File: config.mk
export PLATFORM = sky130hd
export DESIGN_NAME = nand_bank_front
export DESIGN_NICKNAME = d
export VERILOG_FILES = /design/src/rtl/nbf_pkg.sv /design/src/rtl/nbf_window_decode.sv /design/src/rtl/nbf_ctrl_reg.sv /design/src/rtl/nbf_rb_sync.sv /design/src/rtl/nbf_strobe_fsm.sv /design/src/rtl/nand_bank_front.sv
export SDC_FILE = /design/constraint.sdc
export NUM_CORES = 1
export LEC_CHECK = 0
export CORE_MARGIN = 2
export CORE_UTILIZATION = 41
export DETAILED_ROUTE_END_ITERATION = 6
export PLACE_DENSITY = 0.83
export SETUP_SLACK_MARGIN = 0.4
export SYNTH_ARGS = -nofsm -noshare
export SYNTH_HDL_FRONTEND = slang
export SYNTH_HIERARCHICAL = 1
export SYNTH_SLANG_ARGS = --single-unit
export TNS_END_PERCENT = 100
File: constraint.sdc
create_clock -name clk -period 3.1 [get_ports clk]
set_input_delay 0.62 -clock clk [delete_from_list [all_inputs] [get_ports clk]]
set_output_delay 0.62 -clock clk [all_outputs]
set_load 0.005 [all_outputs]
File: src/rtl/nbf_pkg.sv
package nbf_pkg;

    typedef enum logic [2:0] {
        ST_IDLE,
        ST_REG_ACK,
        ST_SETUP,
        ST_STROBE,
        ST_HOLD,
        ST_FINISH
    } nbf_state_e;

    typedef enum logic [1:0] {
        CYC_DATA,
        CYC_CMD,
        CYC_ADDR
    } nbf_cycle_e;

endpackage

File: src/rtl/nbf_window_decode.sv
module nbf_window_decode
    import nbf_pkg::*;
#(
    parameter int ADDR_W   = 17,
    parameter int CMD_OFS  = 'h08000,
    parameter int ADDR_OFS = 'h10000
) (
    input  logic [ADDR_W-1:0] win_addr,
    input  logic              win_write,
    output nbf_cycle_e        win_kind
);

    localparam logic [ADDR_W-1:0] CMD_MATCH  = ADDR_W'(CMD_OFS);
    localparam logic [ADDR_W-1:0] ADDR_MATCH = ADDR_W'(ADDR_OFS);

    always_comb begin
        win_kind = CYC_DATA;
        if (win_write) begin
            if (win_addr == CMD_MATCH) begin
                win_kind = CYC_CMD;
            end else if (win_addr == ADDR_MATCH) begin
                win_kind = CYC_ADDR;
            end
        end
    end

endmodule

File: src/rtl/nbf_ctrl_reg.sv
module nbf_ctrl_reg #(
    parameter int NUM_BANKS = 4,
    parameter int ADDR_W    = 17,
    parameter int CTRL_OFS  = 'h50,
    parameter int STAT_OFS  = 'h54
) (
    input  logic                   clk,
    input  logic                   rst_n,
    input  logic                   wr_en,
    input  logic [ADDR_W-1:0]      reg_addr,
    input  logic [2*NUM_BANKS-1:0] reg_wbits,
    input  logic                   rb_ready,
    output logic [31:0]            reg_rd_data,
    output logic [NUM_BANKS-1:0]   bank_ce_n
);

    localparam int CTRL_W = 2 * NUM_BANKS;
    localparam logic [ADDR_W-1:0] CTRL_MATCH = ADDR_W'(CTRL_OFS);
    localparam logic [ADDR_W-1:0] STAT_MATCH = ADDR_W'(STAT_OFS);

    logic [CTRL_W-1:0] ctrl_q;

    always_ff @(posedge clk or negedge rst_n) begin
        if (!rst_n) begin
            ctrl_q <= '0;
        end else if (wr_en && reg_addr == CTRL_MATCH) begin
            ctrl_q <= reg_wbits;
        end
    end

    always_comb begin
        reg_rd_data = '0;
        if (reg_addr == CTRL_MATCH) begin
            reg_rd_data[CTRL_W-1:0] = ctrl_q;
        end else if (reg_addr == STAT_MATCH) begin
            reg_rd_data[0] = rb_ready;
        end
    end

    // Each bank owns an enable bit (even) and an assert bit (odd).
    for (genvar b = 0; b < NUM_BANKS; b++) begin : g_bank_ce
        assign bank_ce_n[b] = ~(ctrl_q[2*b] & ctrl_q[2*b+1]);
    end

    // the control word moves only after an accepted register write
    assert_ctrl_write_only_R2: assert property (@(posedge clk) disable iff (!rst_n)
        !$stable(ctrl_q) |-> $past(wr_en));

endmodule

File: src/rtl/nbf_rb_sync.sv
module nbf_rb_sync (
    input  logic clk,
    input  logic rst_n,
    input  logic rb_async,
    output logic rb_ready
);

    logic rb_meta;

    always_ff @(posedge clk or negedge rst_n) begin
        if (!rst_n) begin
            rb_meta  <= 1'b0;
            rb_ready <= 1'b0;
        end else begin
            rb_meta  <= rb_async;
            rb_ready <= rb_meta;
        end
    end

endmodule

File: src/rtl/nbf_strobe_fsm.sv
module nbf_strobe_fsm
    import nbf_pkg::*;
#(
    parameter int SETUP_CYC = 2,
    parameter int PULSE_CYC = 3,
    parameter int HOLD_CYC  = 2
) (
    input  logic        clk,
    input  logic        rst_n,
    input  logic        host_req,
    input  logic        host_we,
    input  logic        host_is_reg,
    input  logic [7:0]  host_wbyte,
    input  nbf_cycle_e  win_kind,
    input  logic [31:0] reg_rd_data,
    input  logic [7:0]  nand_dq_in,
    output logic        reg_wr_en,
    output logic [31:0] host_rdata,
    output logic        host_done,
    output logic        host_busy,
    output logic        nand_cle,
    output logic        nand_ale,
    output logic        nand_we_n,
    output logic        nand_re_n,
    output logic [7:0]  nand_dq_out,
    output logic        nand_dq_oe
);

    localparam int MAX_SP  = (SETUP_CYC > PULSE_CYC) ? SETUP_CYC : PULSE_CYC;
    localparam int MAX_CYC = (MAX_SP > HOLD_CYC) ? MAX_SP : HOLD_CYC;
    localparam int CNT_W   = $clog2(MAX_CYC + 1);
    localparam logic [CNT_W-1:0] SETUP_LD = CNT_W'(SETUP_CYC - 1);
    localparam logic [CNT_W-1:0] PULSE_LD = CNT_W'(PULSE_CYC - 1);
    localparam logic [CNT_W-1:0] HOLD_LD  = CNT_W'(HOLD_CYC - 1);

    nbf_state_e       state_q, state_nx;
    logic [CNT_W-1:0] cnt_q, cnt_nx;
    nbf_cycle_e       kind_q;
    logic             write_q;
    logic [7:0]       byte_q;
    logic             accept;
    logic             in_cycle;
    logic             last_strobe;

    assign accept      = (state_q == ST_IDLE) && host_req;
    assign reg_wr_en   = accept && host_is_reg && host_we;
    assign last_strobe = (state_q == ST_STROBE) && (cnt_q == '0);

    // Next state and phase counter
    always_comb begin
        state_nx = state_q;
        cnt_nx   = cnt_q;
        unique case (state_q)
            ST_IDLE: begin
                if (host_req) begin
                    if (host_is_reg) begin
                        state_nx = ST_REG_ACK;
                    end else begin
                        state_nx = ST_SETUP;
                        cnt_nx   = SETUP_LD;
                    end
                end
            end
            ST_REG_ACK: state_nx = ST_IDLE;
            ST_SETUP: begin
                if (cnt_q == '0) begin
                    state_nx = ST_STROBE;
                    cnt_nx   = PULSE_LD;
                end else begin
                    cnt_nx = cnt_q - 1'b1;
                end
            end
            ST_STROBE: begin
                if (cnt_q == '0) begin
                    state_nx = ST_HOLD;
                    cnt_nx   = HOLD_LD;
                end else begin
                    cnt_nx = cnt_q - 1'b1;
                end
            end
            ST_HOLD: begin
                if (cnt_q == '0) begin
                    state_nx = ST_FINISH;
                end else begin
                    cnt_nx = cnt_q - 1'b1;
                end
            end
            ST_FINISH: state_nx = ST_IDLE;
            default:   state_nx = ST_IDLE;
        endcase
    end

    // State register and latched request
    always_ff @(posedge clk or negedge rst_n) begin
        if (!rst_n) begin
            state_q    <= ST_IDLE;
            cnt_q      <= '0;
            kind_q     <= CYC_DATA;
            write_q    <= 1'b0;
            byte_q     <= '0;
            host_rdata <= '0;
        end else begin
            state_q <= state_nx;
            cnt_q   <= cnt_nx;
            if (accept && !host_is_reg) begin
                kind_q  <= win_kind;
                write_q <= host_we;
                byte_q  <= host_wbyte;
            end
            if (accept && host_is_reg && !host_we) begin
                host_rdata <= reg_rd_data;
            end else if (last_strobe && !write_q) begin
                host_rdata <= {24'b0, nand_dq_in};
            end
        end
    end

    // Outputs from state
    always_comb begin
        in_cycle    = 1'b0;
        host_done   = 1'b0;
        host_busy   = 1'b1;
        nand_cle    = 1'b0;
        nand_ale    = 1'b0;
        nand_we_n   = 1'b1;
        nand_re_n   = 1'b1;
        nand_dq_oe  = 1'b0;
        nand_dq_out = 8'h00;
        unique case (state_q)
            ST_IDLE:    host_busy = 1'b0;
            ST_REG_ACK: host_done = 1'b1;
            ST_SETUP:   in_cycle  = 1'b1;
            ST_STROBE: begin
                in_cycle  = 1'b1;
                nand_we_n = !write_q;
                nand_re_n = write_q;
            end
            ST_HOLD:    in_cycle  = 1'b1;
            ST_FINISH:  host_done = 1'b1;
            default:    host_busy = 1'b1;
        endcase
        if (in_cycle) begin
            nand_cle    = (kind_q == CYC_CMD);
            nand_ale    = (kind_q == CYC_ADDR);
            nand_dq_oe  = write_q;
            nand_dq_out = write_q ? byte_q : 8'h00;
        end
    end

    // the two latch enables never rise together
    assert_cle_ale_exclusive_R6: assert property (@(posedge clk) disable iff (!rst_n)
        !(nand_cle && nand_ale));

    // the write and read strobes never overlap
    assert_strobes_exclusive_R8: assert property (@(posedge clk) disable iff (!rst_n)
        !(!nand_we_n && !nand_re_n));

    // cycle type and byte are settled before the write strobe falls
    assert_setup_stable_R8: assert property (@(posedge clk) disable iff (!rst_n)
        $fell(nand_we_n) |-> ($stable(nand_cle) && $stable(nand_ale)
                              && $stable(nand_dq_out) && nand_dq_oe));

    // cycle type is still held as the write strobe rises
    assert_hold_stable_R8: assert property (@(posedge clk) disable iff (!rst_n)
        $rose(nand_we_n) |-> ($stable(nand_cle) && $stable(nand_ale)
                              && $stable(nand_dq_out)));

    // completion is a one-cycle pulse
    assert_done_single_R11: assert property (@(posedge clk) disable iff (!rst_n)
        host_done |=> !host_done);

endmodule

File: src/rtl/nand_bank_front.sv
module nand_bank_front
    import nbf_pkg::*;
#(
    parameter int NUM_BANKS = 4,
    parameter int ADDR_W    = 17,
    parameter int SETUP_CYC = 2,
    parameter int PULSE_CYC = 3,
    parameter int HOLD_CYC  = 2
) (
    input  logic                 clk,
    input  logic                 rst_n,
    input  logic                 host_req,
    input  logic                 host_we,
    input  logic                 host_is_reg,
    input  logic [ADDR_W-1:0]    host_addr,
    input  logic [31:0]          host_wdata,
    output logic [31:0]          host_rdata,
    output logic                 host_done,
    output logic                 host_busy,
    output logic [NUM_BANKS-1:0] nand_ce_n,
    output logic                 nand_cle,
    output logic                 nand_ale,
    output logic                 nand_we_n,
    output logic                 nand_re_n,
    output logic [7:0]           nand_dq_out,
    output logic                 nand_dq_oe,
    input  logic [7:0]           nand_dq_in,
    input  logic                 nand_rb
);

    localparam int CTRL_W = 2 * NUM_BANKS;

    nbf_cycle_e  win_kind;
    logic        reg_wr_en;
    logic [31:0] reg_rd_data;
    logic        rb_ready;

    nbf_window_decode #(
        .ADDR_W   (ADDR_W),
        .CMD_OFS  ('h08000),
        .ADDR_OFS ('h10000)
    ) i_decode (
        .win_addr  (host_addr),
        .win_write (host_we),
        .win_kind  (win_kind)
    );

    nbf_rb_sync i_rb_sync (
        .clk      (clk),
        .rst_n    (rst_n),
        .rb_async (nand_rb),
        .rb_ready (rb_ready)
    );

    nbf_ctrl_reg #(
        .NUM_BANKS (NUM_BANKS),
        .ADDR_W    (ADDR_W),
        .CTRL_OFS  ('h50),
        .STAT_OFS  ('h54)
    ) i_ctrl (
        .clk         (clk),
        .rst_n       (rst_n),
        .wr_en       (reg_wr_en),
        .reg_addr    (host_addr),
        .reg_wbits   (host_wdata[CTRL_W-1:0]),
        .rb_ready    (rb_ready),
        .reg_rd_data (reg_rd_data),
        .bank_ce_n   (nand_ce_n)
    );

    nbf_strobe_fsm #(
        .SETUP_CYC (SETUP_CYC),
        .PULSE_CYC (PULSE_CYC),
        .HOLD_CYC  (HOLD_CYC)
    ) i_fsm (
        .clk         (clk),
        .rst_n       (rst_n),
        .host_req    (host_req),
        .host_we     (host_we),
        .host_is_reg (host_is_reg),
        .host_wbyte  (host_wdata[7:0]),
        .win_kind    (win_kind),
        .reg_rd_data (reg_rd_data),
        .nand_dq_in  (nand_dq_in),
        .reg_wr_en   (reg_wr_en),
        .host_rdata  (host_rdata),
        .host_done   (host_done),
        .host_busy   (host_busy),
        .nand_cle    (nand_cle),
        .nand_ale    (nand_ale),
        .nand_we_n   (nand_we_n),
        .nand_re_n   (nand_re_n),
        .nand_dq_out (nand_dq_out),
        .nand_dq_oe  (nand_dq_oe)
    );

    // a request while the sequencer is busy leaves the control word alone
    assert_busy_ignores_R10: assert property (@(posedge clk) disable iff (!rst_n)
        (host_busy && host_req) |=> $stable(nand_ce_n));

endmodule

Word-level counts from Yosys, hierarchy flattened:

Cells that the tools add are included.
Widths: inputs -> output; s select.

* register bits after elaboration: 58

* add/sub/neg operators: 1
* equal/unequal tests: 17
* multiplexer cells: 30
* bitwise gates (word level): 8
* reduce and logical (&&, ||, !) cells: 19

Operators with widths (number)
* $mux 32: 2
* $eq 17x7->1 const B: 2
* $mux 2: 9
* $eq 17x16->1 const B: 1
* $eq 17x17->1 const B: 1
* $mux 8: 2
* $mux 3: 4
* $pmux 3 s4: 1
* $mux 1: 10
* $logic_and 1x1->1: 8
* $ne 2x2->1 const B: 4
* $pmux 2 s4: 1
* $reduce_and 4->1: 2
* $mux 7: 1
* $eq 3x2->1 const B: 2
* $eq 3x3->1 const B: 2
* $and 1x1->1: 4
* $ne 2x1->1 const B: 2
* $not 1->1: 4
* $reduce_bool 4->1: 1
* $eq 3x1->1 const B: 1
* $logic_not 1->1: 3
* $logic_not 3->1: 1
* $reduce_or 3->1: 1
* other kinds (6): 6

Longest topological paths before layout:

Gate-level depths: netlist of the first run.

* depth after elaboration: 5
* mapped depth: 7
* mapped depth without buffers: 6

Hierarchy:

Netlist of the first run, hierarchy kept.

By module, submodules not included
* nbf_strobe_fsm: times used 1, cells an instance 189, area an instance 2263.4 sq um, seq. area each 1201.2 sq um
* nbf_ctrl_reg: times used 1, cells an instance 62, area an instance 648.1 sq um, seq. area each 200.2 sq um
* nbf_window_decode: times used 1, cells an instance 7, area an instance 83.8 sq um, seq. area each 0.0 sq um
* nbf_rb_sync: times used 1, cells an instance 2, area an instance 50.0 sq um, seq. area each 50.0 sq um

Worst setup path after synthesis of the first run:

OpenSTA, ideal clock, no wires.

* kind: in2reg
* start point: input port host_req
* end point: register i_ctrl.ctrl_q[0]
* arrival: 2.224 ns
* data required time: 2.975 ns
* path slack: 0.751 ns
* stages on the path: 6
* buffers on the path: 2
* cells stage by stage: or4b_4 buf_6 nor2_1 or4b_4 buf_6 mux2_4

* word-level cells in the longest chain between the ends: 4

Ends and longest elaborated chain
* start: declaration: line nand_bank_front.sv:12 `input logic host_req,`
* $logic_and 1x1->1: line nbf_strobe_fsm.sv:45 `assign accept = (state_q == ST_IDLE) && host_req;`
* $logic_and 1x1->1 (2 in a row): line nbf_strobe_fsm.sv:46 `assign reg_wr_en = accept && host_is_reg && host_we;`
* net reg_wr_en: line nand_bank_front.sv:34 `logic reg_wr_en;`
* $logic_and 1x1->1: line nbf_ctrl_reg.sv:26 `end else if (wr_en && reg_addr == CTRL_MATCH) begin`
* end signal: assignment: line nbf_ctrl_reg.sv:27 `ctrl_q <= reg_wbits;`
* end: declaration: line nbf_ctrl_reg.sv:21 `logic [CTRL_W-1:0] ctrl_q;`

The timed path passes the listed nets, and every way through them passes these cells.
A chain may end at the register's enable or synchronous reset.

Final worst setup path of the first run:

* start point: register i_fsm.state_q[1]
* end point: output port nand_dq_out[2]

* word-level cells in the longest chain between the ends: 4

Ends and longest elaborated chain
* start: declaration: line nbf_strobe_fsm.sv:36 `nbf_state_e state_q, state_nx;`
* start signal: assignment: line nbf_strobe_fsm.sv:103 `state_q <= state_nx;`
* $eq 3x2->1 or $eq 3x3->1 (tied branches): line nbf_strobe_fsm.sv:129 `unique case (state_q)`
* $reduce_or 3->1 (no source line) (*)
* $mux 1 (*): line nbf_strobe_fsm.sv:129
* $mux 8 (*): line nbf_strobe_fsm.sv:142 `if (in_cycle) begin`
* end: declaration: line nand_bank_front.sv:25 `output logic [7:0] nand_dq_out,`

Every way passes the cells marked *; elsewhere a longest branch is shown, timed or not.

==> results of run 1 <==
-- kinds of logic after synthesis --
logic type	synth area share, %
AO/OA/AOI/OAI	12.5
XOR/XNOR	0.288
adder cells (fa/ha/maj)	1.23
buffers and inverters	9.94
flip-flops	47.7
multiplexers	10.3
other	0.123
AND/OR/NAND/NOR	18.0
-- per-layer routing --
metal  vias up  track usage (%)  share of wire (%)
met5         -                0                  0
met4         0             5.64                1.8
li1       1081                -                  -
met3        12             6.12                6.9
met2        91             31.3                 52
met1      1121             19.8                 40
-- power breakdown --
| part | switching [mW] | leakage (nW) | internal (mW) |
|---|---|---|---|
| Sequential | 0.183 | 0.746 | 1.04 |
| Combinational | 0.608 | 1.00 | 0.921 |
| Clock | 0.281 | 0.0920 | 0.325 |
-- final timing paths --
kind / to / depth (start not counted) / slack, ns / startpoint
worst max-delay path: nand_dq_out[2] / 5 / 0.40 / i_fsm/state_q[1]
worst min-delay path: i_rb_sync/rb_ready / 0 / 0.36 / i_rb_sync/rb_meta
worst max register to register: i_ctrl/ctrl_q[4] / 5 / 0.82 / i_fsm/state_q[0]
worst min register to register: i_rb_sync/rb_ready / 0 / 0.36 / i_rb_sync/rb_meta
max in group asynchronous: i_fsm/write_q / 1 / 1.92 / rst_n
min in group asynchronous: i_fsm/host_rdata[14] / 1 / 0.47 / rst_n
-- repair_timing --
action | CTS | global route
pin swaps | 2 | 0
cloned | 1 | 0
buffers inserted | 1 | 0
endpoints found under the hold margin | 0 | 0
resized for setup | 10 | 4
setup endpoints to repair | 9 | 8
hold buffers | 0 | 0
-- worst reg2reg max path: cells and delay by family (launching register included) --
kind                   cells  cell delay (ns)
DFF                        1             0.39
muxes                      1             0.34
buffers and inverters      1             0.19
and+or+nand+nor            3             1.25
-- stage by stage --
step                      area [µm²]  hold WS (ns)
after global placement          3920         0.332
after CTS                       4130         0.362
after floorplan                 3130         0.324
final                           4140         0.358
after detailed placement        3920         0.348
after global routing            4140         0.361
-- cell type report --
type | instances | share of cell area, %
clock buffers | 12 | 3.75
clock inverters | 3 | 0.363
inverters | 3 | 0.363
multi-input cells | 182 | 34.0
flip-flops and latches | 58 | 35.1
well taps | 99 | 2.99
repair buffers | 99 | 23.4
-- registers in the layout, summed over array words and instances (netlist names) --
| register | count |
|---|---|
| i_fsm/host_rdata | 32 |
| i_fsm/write_q | 1 |
| i_fsm/kind_q | 2 |
| i_fsm/byte_q | 8 |
| i_rb_sync/rb_meta | 1 |
| i_ctrl/ctrl_q | 8 |
| i_fsm/state_q | 3 |
| i_rb_sync/rb_ready | 1 |
| i_fsm/cnt_q | 2 |
-- placed cells by master (no fill, tap or decap), drive strengths merged, types with 2 or more instances in the layout --
| cell | Yosys | routed |
|---|---|---|
| clkdlybuf4s50 | 0 | 84 |
| dfrtp | 58 | 58 |
| conb | 1 | 24 |
| a22o | 24 | 24 |
| mux2 | 20 | 20 |
| and2 | 15 | 15 |
| clkbuf | 6 | 12 |
| nand3 | 11 | 11 |
| buf | 34 | 11 |
| nor3 | 10 | 10 |
| o21ai | 9 | 9 |
| nand2 | 8 | 8 |
| a31oi | 8 | 8 |
| a21oi | 5 | 5 |
| nor2 | 5 | 5 |
| nor4 | 4 | 4 |
| nor2b | 4 | 4 |
| nand2b | 4 | 4 |
| nor3b | 4 | 4 |
| clkinv | 0 | 3 |
| ha | 3 | 3 |
| nor4b | 3 | 3 |
| or4b | 3 | 3 |
| mux2i | 2 | 2 |
| inv | 3 | 2 |
| dlygate4sd2 | 0 | 2 |
| dlymetal6s2s | 0 | 2 |
==> key figures, run 1 <==
Drt
  – Drt first pass iters: 4
  – Routed len/inst: 15.4 µm
  – Remaining antenna violation count after routing: 0
  – DRC: 0
  – Via Count: 2305
  – WL final: 7010 µm
  – Initial detailed-routing violation count: 85
  – Post-DR vias/cell: 5.05

STA
  – Max_slew headroom: 31.4%
  – Final Cycle Share: 87.0%
  – Crit path time final: 2.70 ns
  – Final slew viol count: 0
  – Post-route setup slack: 0.404 ns
  – Unrepaired setup endpoints after global routing: yes
  – Setup TNS: 0 ns
  – Setup Viol. Count Final: 0
  – Hold Violations, Final: 0
  – Fmax: 371 MHz
  – Slew @ Worst Pin: 1.03 ns
  – Layout Skew: 0.00412 ns

Floorplan
  – Die width: 90.2 µm
  – Die area: 8130 µm²
  – Core box area: 7210 µm²
  – Ports: 114
  – Row count: 31
  – Die span in y: 90.2 µm
  – Initial core utilization: 42.2%

Critical path
  – CP delay by family, top: buffers and inverters
  – Worst path bufs/invs: 2
  – CP Capture Type: output pin
  – WS Path Type: register to output pin
  – WP data arrival: 2.08 ns
  – Cell at the slowest stage of the critical path: clkdlybuf4s50_1
  – Startpoint Class: register
  – Crit path required time: 2.48 ns
  – Sequence of cells on the critical path: or3b_4, a21oi_4, buf_4, and2_1, clkdlybuf4s50_1
  – Crit-path max FO: 4
  – Slowest stage delay, CP: 0.50 ns

Cells and area
  – Final #Nets: 419
  – Fill count: 633
  – Area of the multi-input gates: 1410 µm²
  – Syn-to-layout area delta: 35.8%
  – Share of cells above drive strength 1: 17.9%
  – Final Util: 57.3%
  – Final non-filler cell total: 456
  – Register area: 1450 µm²
  – Ant diodes: 0

Logic synthesis
  – Cell taking the most area after synthesis: dfrtp_1
  – Post-Syn Area: 3050 µm²
  – Seq/Total Area, Yosys: 47.7%
  – Count leader, synth: dfrtp_1
  – Most common flop cell mapped by yosys: dfrtp_1
  – Top cell type's share of synthesized area: 47.7%
  – Post-synth top cells: dfrtp_1, buf_4, a22o_1
  – Post-synth EDFFs: 0
  – Yosys cell types: 49
  – Synth warn: 6
  – #FFs+latches synth: 58
  – Synthesized area per cell: 11.7 µm²
  – Share of synthesized registers carrying an async set or reset: 100%
  – Synth Instances: 260
  – Synth area leaders: dfrtp_1, mux2_4, a22o_1

Global routing
  – Total congestion overflow: 0
  – Global-route wire length before repair: 11500 µm
  – Initial antenna violation count: 0
  – Largest net degree at the start of global routing: 48
  – Number of global-route vias before repair: 2373
  – GRT Total Usage: 17.6%

Clock network
  – CTS Buffer Depth: 2
  – H-tree depth: 3
  – Clock sink count: 58
  – Num CTS Buffers: 9
  – CTS root buf: clkbuf_8
  – Clk Latency, worst-skew pair: 0.33 ns
  – CTS tree: yes
  – Clk slew on worst S/H paths: 0.06 ns

Run status
  – Status: finished clean

Place
  – DP Wirelength: 5080 µm
  – DP Worst Slack: 0.326 ns
  – Cell count after placement: 439
  – I/O Buffers: 89
  – Gpl congestion: 0.782

Min path
  – Worst min-delay path category: register to register

Power and ir drop
  – Static Leak: 1.84 nW
  – Pwr Total: 3.36 mW
  – Peak supply drop: 0.000322 V
  – Pwr dens: 812 nW/µm²

Job
  – Maxcap violations: 0
Power figures use the tool's default switching activity.
==> inputs of run 2 (changes only) <==
--- a/config.mk
+++ b/config.mk
@@ -6,9 +6,10 @@
 export NUM_CORES = 1
 export LEC_CHECK = 0
 export CORE_MARGIN = 2
-export CORE_UTILIZATION = 41
+export CORE_UTILIZATION = 45
+export CTS_BUF_LIST = sky130_fd_sc_hd__clkbuf_16
 export DETAILED_ROUTE_END_ITERATION = 6
-export PLACE_DENSITY = 0.83
+export PLACE_DENSITY = 0.89
 export SETUP_SLACK_MARGIN = 0.4
 export SYNTH_ARGS = -nofsm -noshare
 export SYNTH_HDL_FRONTEND = slang
==> key figures, run 2 (synthesis results as in run 1) <==
STA
  – Unrepaired setup endpoints after global routing: yes
  – Hold Worst Slack: 0.349 ns (-0.00885 ns)
  – Fmax: 372 MHz (+0.39%)
  – Slew @ Worst Pin: 0.987 ns (-0.0416 ns)
  – Hold Violations, Final: 0 (unchanged)
  – Max_slew headroom: 34.1% (+2.7 points)
  – Setup TNS: 0 ns (unchanged)
  – Crit path time final: 2.69 ns (-0.0104 ns)
  – Setup Viol. Count Final: 0 (unchanged)
  – Layout Skew: 0.00348 ns (-0.000646 ns)
  – Final slew viol count: 0 (unchanged)
  – Final Cycle Share: 86.6% (-0.33 points)

Clock network
  – Clk slew on worst S/H paths: 0.05 ns (about the same)
  – Hold_buf cts: 0 (unchanged)
  – CTS root buf: clkbuf_16
  – H-tree depth: 3 (unchanged)
  – CTS tree: yes
  – Clock sink count: 58 (unchanged)
  – Clk Latency, worst-skew pair: 0.33 ns (about the same)
  – Num CTS Buffers: 9 (unchanged)
  – CTS Buffer Depth: 2 (unchanged)

Job
  – Maxcap violations: 0 (unchanged)

Floorplan
  – Die width: 86.3 µm (-4.3%)
  – Row count: 29 (-6.5%)
  – Initial core utilization: 47.2% (+4.9 points)
  – Core box area: 6460 µm² (-10%)
  – Die span in y: 86.3 µm (-4.3%)
  – Die area: 7440 µm² (-8.5%)
  – Ports: 114 (unchanged)

Cells and area
  – Area of the multi-input gates: 1410 µm² (unchanged)
  – Register area: 1450 µm² (unchanged)
  – Final instance area: 4290 µm² (+3.8%)
  – Most common cell after layout, fill and taps aside: clkdlybuf4s50_1
  – Most frequent cells in the layout: clkdlybuf4s50_1, dfrtp_1, conb_1, a22o_1, mux2_4
  – Fill count: 444 (-30%)
  – Share of cells above drive strength 1: 18.4% (+0.51 points)
  – Final #Nets: 419 (unchanged)
  – Biggest register: i_fsm/host_rdata
  – Largest regs: i_fsm/host_rdata (32), i_ctrl/ctrl_q (8), i_fsm/byte_q (8)
  – Max reg flops: 32 (unchanged)
  – Ant diodes: 0 (unchanged)
  – Syn-to-layout area delta: 41.0%
  – Final Util: 66.5% (+9.1 points)

Drt
  – Remaining antenna violation count after routing: 0 (unchanged)
  – WL final: 7600 µm (+8.4%)
  – Via Count: 2421 (+5.0%)
  – DRC: 0 (unchanged)
  – Post-DR vias/cell: 5.57 (+10%)
  – Drt first pass iters: 4 (unchanged)
  – Routed len/inst: 17.5 µm (+14%)
  – Initial detailed-routing violation count: 117 (+38%)

Critical path
  – Worst flop-to-flop path endpoint: i_ctrl/ctrl_q[2]
  – CP Capture Type: output pin
  – Crit-path max FO: 5 (+1)
  – Worst R2R Start: i_fsm/state_q[0]
  – Startpoint Class: register
  – Crit path required time: 2.48 ns (about the same)
  – WS Path Type: register to output pin
  – Setup slack, reg-to-reg: 0.81 ns (about the same)
  – WP data arrival: 2.07 ns (about the same)
  – Reg2reg path depth: 5 (unchanged)

Min path
  – Hold Path Sink: i_rb_sync/rb_ready
  – Hold wc startpoint: i_rb_sync/rb_meta
  – Hold Path Depth: 0 (unchanged)
  – Worst min-delay path category: register to register

Place
  – Gpl congestion: 0.782 (about the same)
  – Placed cell areas: 3880 µm² (-0.89%)
  – I/O Buffers: 89 (unchanged)
  – DP Wirelength: 5060 µm (-0.53%)

Global routing
  – Largest net degree at the start of global routing: 36 (-25%)
  – GRT Total Usage: 21.5% (+3.8 points)
  – Number of global-route vias before repair: 2507 (+5.6%)
  – Total congestion overflow: 0 (unchanged)
  – Global-route wire length before repair: 12300 µm (+6.5%)
  – Initial antenna violation count: 0 (unchanged)

Power and ir drop
  – Static Leak: 1.95 nW (+6.2%)
  – Peak supply drop: 0.000577 V (+79%)
  – Pwr dens: 914 nW/µm² (+13%)
  – Pwr Total: 3.93 mW (+17%)

Run status
  – Status: finished clean
run 2: changes by cell type in the layout (fill, tap and decap cells not counted), moves of 2 or more:
cell / delta
bufinv_16: +3
clkbuf_16: +9
clkbuf_8: -11
clkdlybuf4s50_1: -2
clkinv_2: -2
clkinvlp_4: +3
dlymetal6s2s_1: +3
run 2: final cells by class:
type,count,share of cell area (%)
sequential,58,33.8
multi-input combinational,182,32.8
timing repair buffer,99,22.8
clock buffer,9,5.24
clock inverter,7,2.74
tap,77,2.24
inverter,3,0.350
run 2: routing by layer:
metal  vias to the layer above  track usage [%]  part of all wire [%]
li1                       1085                -                     -
met4                         0             9.94                   2.5
met2                       128             36.3                    51
met1                      1187             24.5                    39
met5                         -                0                     0
met3                        21             7.43                   8.1
run 2: how the worst max path moves through the flow:
stage,end,from,slack [ns],cells past startpoint
2_1_floorplan,i_ctrl/ctrl_q[0],host_req,0.75,6
3_3_place_gp,i_ctrl/ctrl_q[2],host_req,0.36,5
3_5_place_dp,i_ctrl/ctrl_q[6],host_req,0.32,5
4_1_cts,nand_dq_out[5],i_fsm/state_q[0],0.40,5
5_1_grt,nand_dq_out[6],i_fsm/state_q[0],0.36,5
6_report,nand_dq_out[6],i_fsm/state_q[0],0.41,5
run 2: timing repair:
item                                    4_1_cts  5_1_grt
pin swaps                                     1        0
gates cloned                                  1        0
endpoints found under the setup margin        9        9
setup buffers                                 1        1
resized for setup                            11        6
run 2: critical path, stage by stage, from the launching register on:
cell and delay (ns):
dfrtp_1 0.37, or3b_4 0.41, a21oi_4 0.19, buf_6 0.14
and2_1 0.12, clkdlybuf4s50_1 0.49
run 2: metrics by stage:
stage | instances | setup WS (ns)
after floorplan | 283 | 0.751
after global placement | 416 | 0.359
after detailed placement | 416 | 0.319
after CTS | 434 | 0.403
after global routing | 435 | 0.357
final | 435 | 0.415
run 2: report_power, final:
part	leakage [nW]	total, mW	switching, mW	internal [mW]
Sequential	0.746	1.22	0.181	1.04
Clock	0.158	1.13	0.346	0.782
Combinational	1.05	1.58	0.643	0.933
==> inputs of run 3 (changes only) <==
--- a/config.mk
+++ b/config.mk
@@ -5,7 +5,6 @@
 export SDC_FILE = /design/constraint.sdc
 export NUM_CORES = 1
 export LEC_CHECK = 0
-export CORE_MARGIN = 2
 export CORE_UTILIZATION = 45
 export CTS_BUF_LIST = sky130_fd_sc_hd__clkbuf_16
 export DETAILED_ROUTE_END_ITERATION = 6
==> key figures, run 3 (synthesis results as in run 1) <==
Run status
  – Status: finished with violations
  – Failing checks: design-rule violations

STA
  – Final Cycle Share: 87.0% (+0.34 points)
  – Layout Skew: 0.00625 ns (+0.00277 ns)
  – Slew @ Worst Pin: 0.962 ns (-0.0252 ns)
  – Unrepaired setup endpoints after global routing: yes
  – Crit path time final: 2.70 ns (+0.0104 ns)
  – Hold Violations, Final: 0 (unchanged)
  – Setup Viol. Count Final: 0 (unchanged)
  – Fmax: 371 MHz (-0.39%)
  – Setup TNS: 0 ns (unchanged)
  – Final slew viol count: 0 (unchanged)
  – Max_slew headroom: 35.8% (+1.7 points)

Cells and area
  – Max reg flops: 32 (unchanged)
  – Fill count: 476 (+7.2%)
  – Ant diodes: 0 (unchanged)
  – Syn-to-layout area delta: 41.3%
  – Final #Nets: 419 (unchanged)
  – Largest regs: i_fsm/host_rdata (32), i_ctrl/ctrl_q (8), i_fsm/byte_q (8)
  – Share of cells above drive strength 1: 17.9% (-0.56 points)
  – Most frequent cells in the layout: clkdlybuf4s50_1, dfrtp_1, conb_1, a22o_1, mux2_4
  – Most common cell after layout, fill and taps aside: clkdlybuf4s50_1
  – Biggest register: i_fsm/host_rdata
  – Final instance area: 4300 µm² (+0.23%)

Global routing
  – Total congestion overflow: 0 (unchanged)
  – Number of global-route vias before repair: 2514 (+0.28%)
  – Initial antenna violation count: 0 (unchanged)
  – GRT Total Usage: 21.3% (-0.16 points)
  – Largest net degree at the start of global routing: 36 (unchanged)
  – Global-route wire length before repair: 11700 µm (-4.3%)

Place
  – Gpl congestion: 0.813 (+3.9%)
  – DP Wirelength: 4810 µm (-4.8%)
  – Placed cell areas: 3880 µm² (unchanged)
  – I/O Buffers: 89 (unchanged)

Clock network
  – H-tree depth: 3 (unchanged)
  – Clock sink count: 58 (unchanged)
  – CTS Buffer Depth: 2 (unchanged)
  – CTS root buf: clkbuf_16
  – Clk slew on worst S/H paths: 0.05 ns (about the same)
  – Num CTS Buffers: 9 (unchanged)
  – Clk Latency, worst-skew pair: 0.32 ns (about the same)
  – Hold_buf cts: 0 (unchanged)
  – CTS tree: yes

Critical path
  – CP endpoint: nand_dq_out[6]
  – Reg2reg path depth: 5 (unchanged)
  – CP Capture Type: output pin
  – Worst R2R Start: i_fsm/state_q[0]
  – WS Path Type: register to output pin
  – Worst flop-to-flop path endpoint: i_ctrl/ctrl_q[5]
  – Crit path required time: 2.48 ns (about the same)
  – Setup crit start: i_fsm/state_q[0]
  – Crit-path max FO: 4 (-1)
  – WP data arrival: 2.08 ns (about the same)
  – Startpoint Class: register
  – Setup slack, reg-to-reg: 0.82 ns (about the same)

Min path
  – Worst min-delay path category: register to register

Floorplan
  – Row count: 29 (unchanged)
  – Die width: 84.3 µm (-2.3%)
  – Core box area: 6460 µm² (unchanged)
  – Initial core utilization: 47.2% (unchanged)
  – Die area: 7100 µm² (-4.6%)
  – Ports: 114 (unchanged)
  – Die span in y: 84.3 µm (-2.3%)

Drt
  – DRC: 10 (+10)
  – Initial detailed-routing violation count: 101 (-14%)
  – Via Count: 2364 (-2.4%)
  – Post-DR vias/cell: 5.43 (-2.4%)
  – Drt first pass iters: 6 (+2)
  – Remaining antenna violation count after routing: 0 (unchanged)
  – Routed len/inst: 16.6 µm (-4.9%)
  – WL final: 7230 µm (-4.9%)

Power and ir drop
  – Peak supply drop: 0.000502 V (-13%)
  – Pwr dens: 924 nW/µm² (+1.1%)
  – Static Leak: 1.95 nW (about the same)

Job
  – Maxcap violations: 0 (unchanged)
run 3: changes by cell type in the layout (fill, tap and decap cells not counted), sizes merged:
cell           delta
inv               +1
clkinv            +1
clkinvlp          -3
clkdlybuf4s50     +2
bufinv            +1
dlygate4sd2       -1
dlymetal6s2s      -1
run 3: worst min-delay path by stage:
stage / startpoint / end / slack [ns] / depth (start not counted)
after floorplan: rst_n / i_ctrl/ctrl_q[0] / 0.32 / 0
after global placement: i_rb_sync/rb_meta / i_rb_sync/rb_ready / 0.33 / 0
after detailed placement: i_rb_sync/rb_meta / i_rb_sync/rb_ready / 0.33 / 0
after CTS: i_rb_sync/rb_meta / i_rb_sync/rb_ready / 0.35 / 0
after global routing: i_rb_sync/rb_meta / i_rb_sync/rb_ready / 0.37 / 0
final: i_rb_sync/rb_meta / i_rb_sync/rb_ready / 0.35 / 0
run 3: report_power, final:
group / switching (mW) / total [mW] / leakage (nW) / internal [mW]
Combinational: 0.633 / 1.57 / 1.03 / 0.933
Sequential: 0.185 / 1.23 / 0.746 / 1.04
Clock: 0.329 / 1.19 / 0.178 / 0.858
run 3: routing by layer:
metal / part of all wire [%] / vias up / track usage, %
li1: - / 1084 / -
met2: 49 / 105 / 37.5
met1: 40 / 1156 / 23.1
met3: 8.5 / 19 / 8.65
met5: 0 / - / 0
met4: 2.3 / 0 / 7.99
run 3: layout make-up:
cell class                      instances  area [µm²]  area share (%)
Clock buffer                            9         225            5.23
Clock inverter                          7         133            3.08
Multi-Input combinational cell        182        1410            32.7
Inverter                                3        15.0           0.349
Sequential cell                        58        1450            33.7
Tap cell                               77        96.3            2.24
Timing Repair Buffer                   99         975            22.6
run 3: timing repair:
action | 4_1_cts | 5_1_grt
pin swaps | 1 | 0
setup endpoints to repair | 9 | 10
buffers inserted | 1 | 1
cloned | 1 | 0
resized for setup | 8 | 6
run 3: per-stage QoR:
stage	power [mW]	worst slack, ns	instances	utilization [%]	hold slack [ns]
6_report	3.98	0.404	435	66.6	0.345
5_1_grt	4.18	0.330	435	66.6	0.371
4_1_cts	3.98	0.396	434	66.3	0.346
3_5_place_dp	2.70	0.336	416	60.1	0.335
3_3_place_gp	2.64	0.364	416	60.1	0.333
2_1_floorplan	1.96	0.751	283	-	0.324
run 3: critical path: stages, from the launching register on:
cell	delay, ns
dfrtp_1	0.37
or3b_4	0.42
a21oi_4	0.19
buf_4	0.16
and2_1	0.12
clkdlybuf4s50_1	0.50
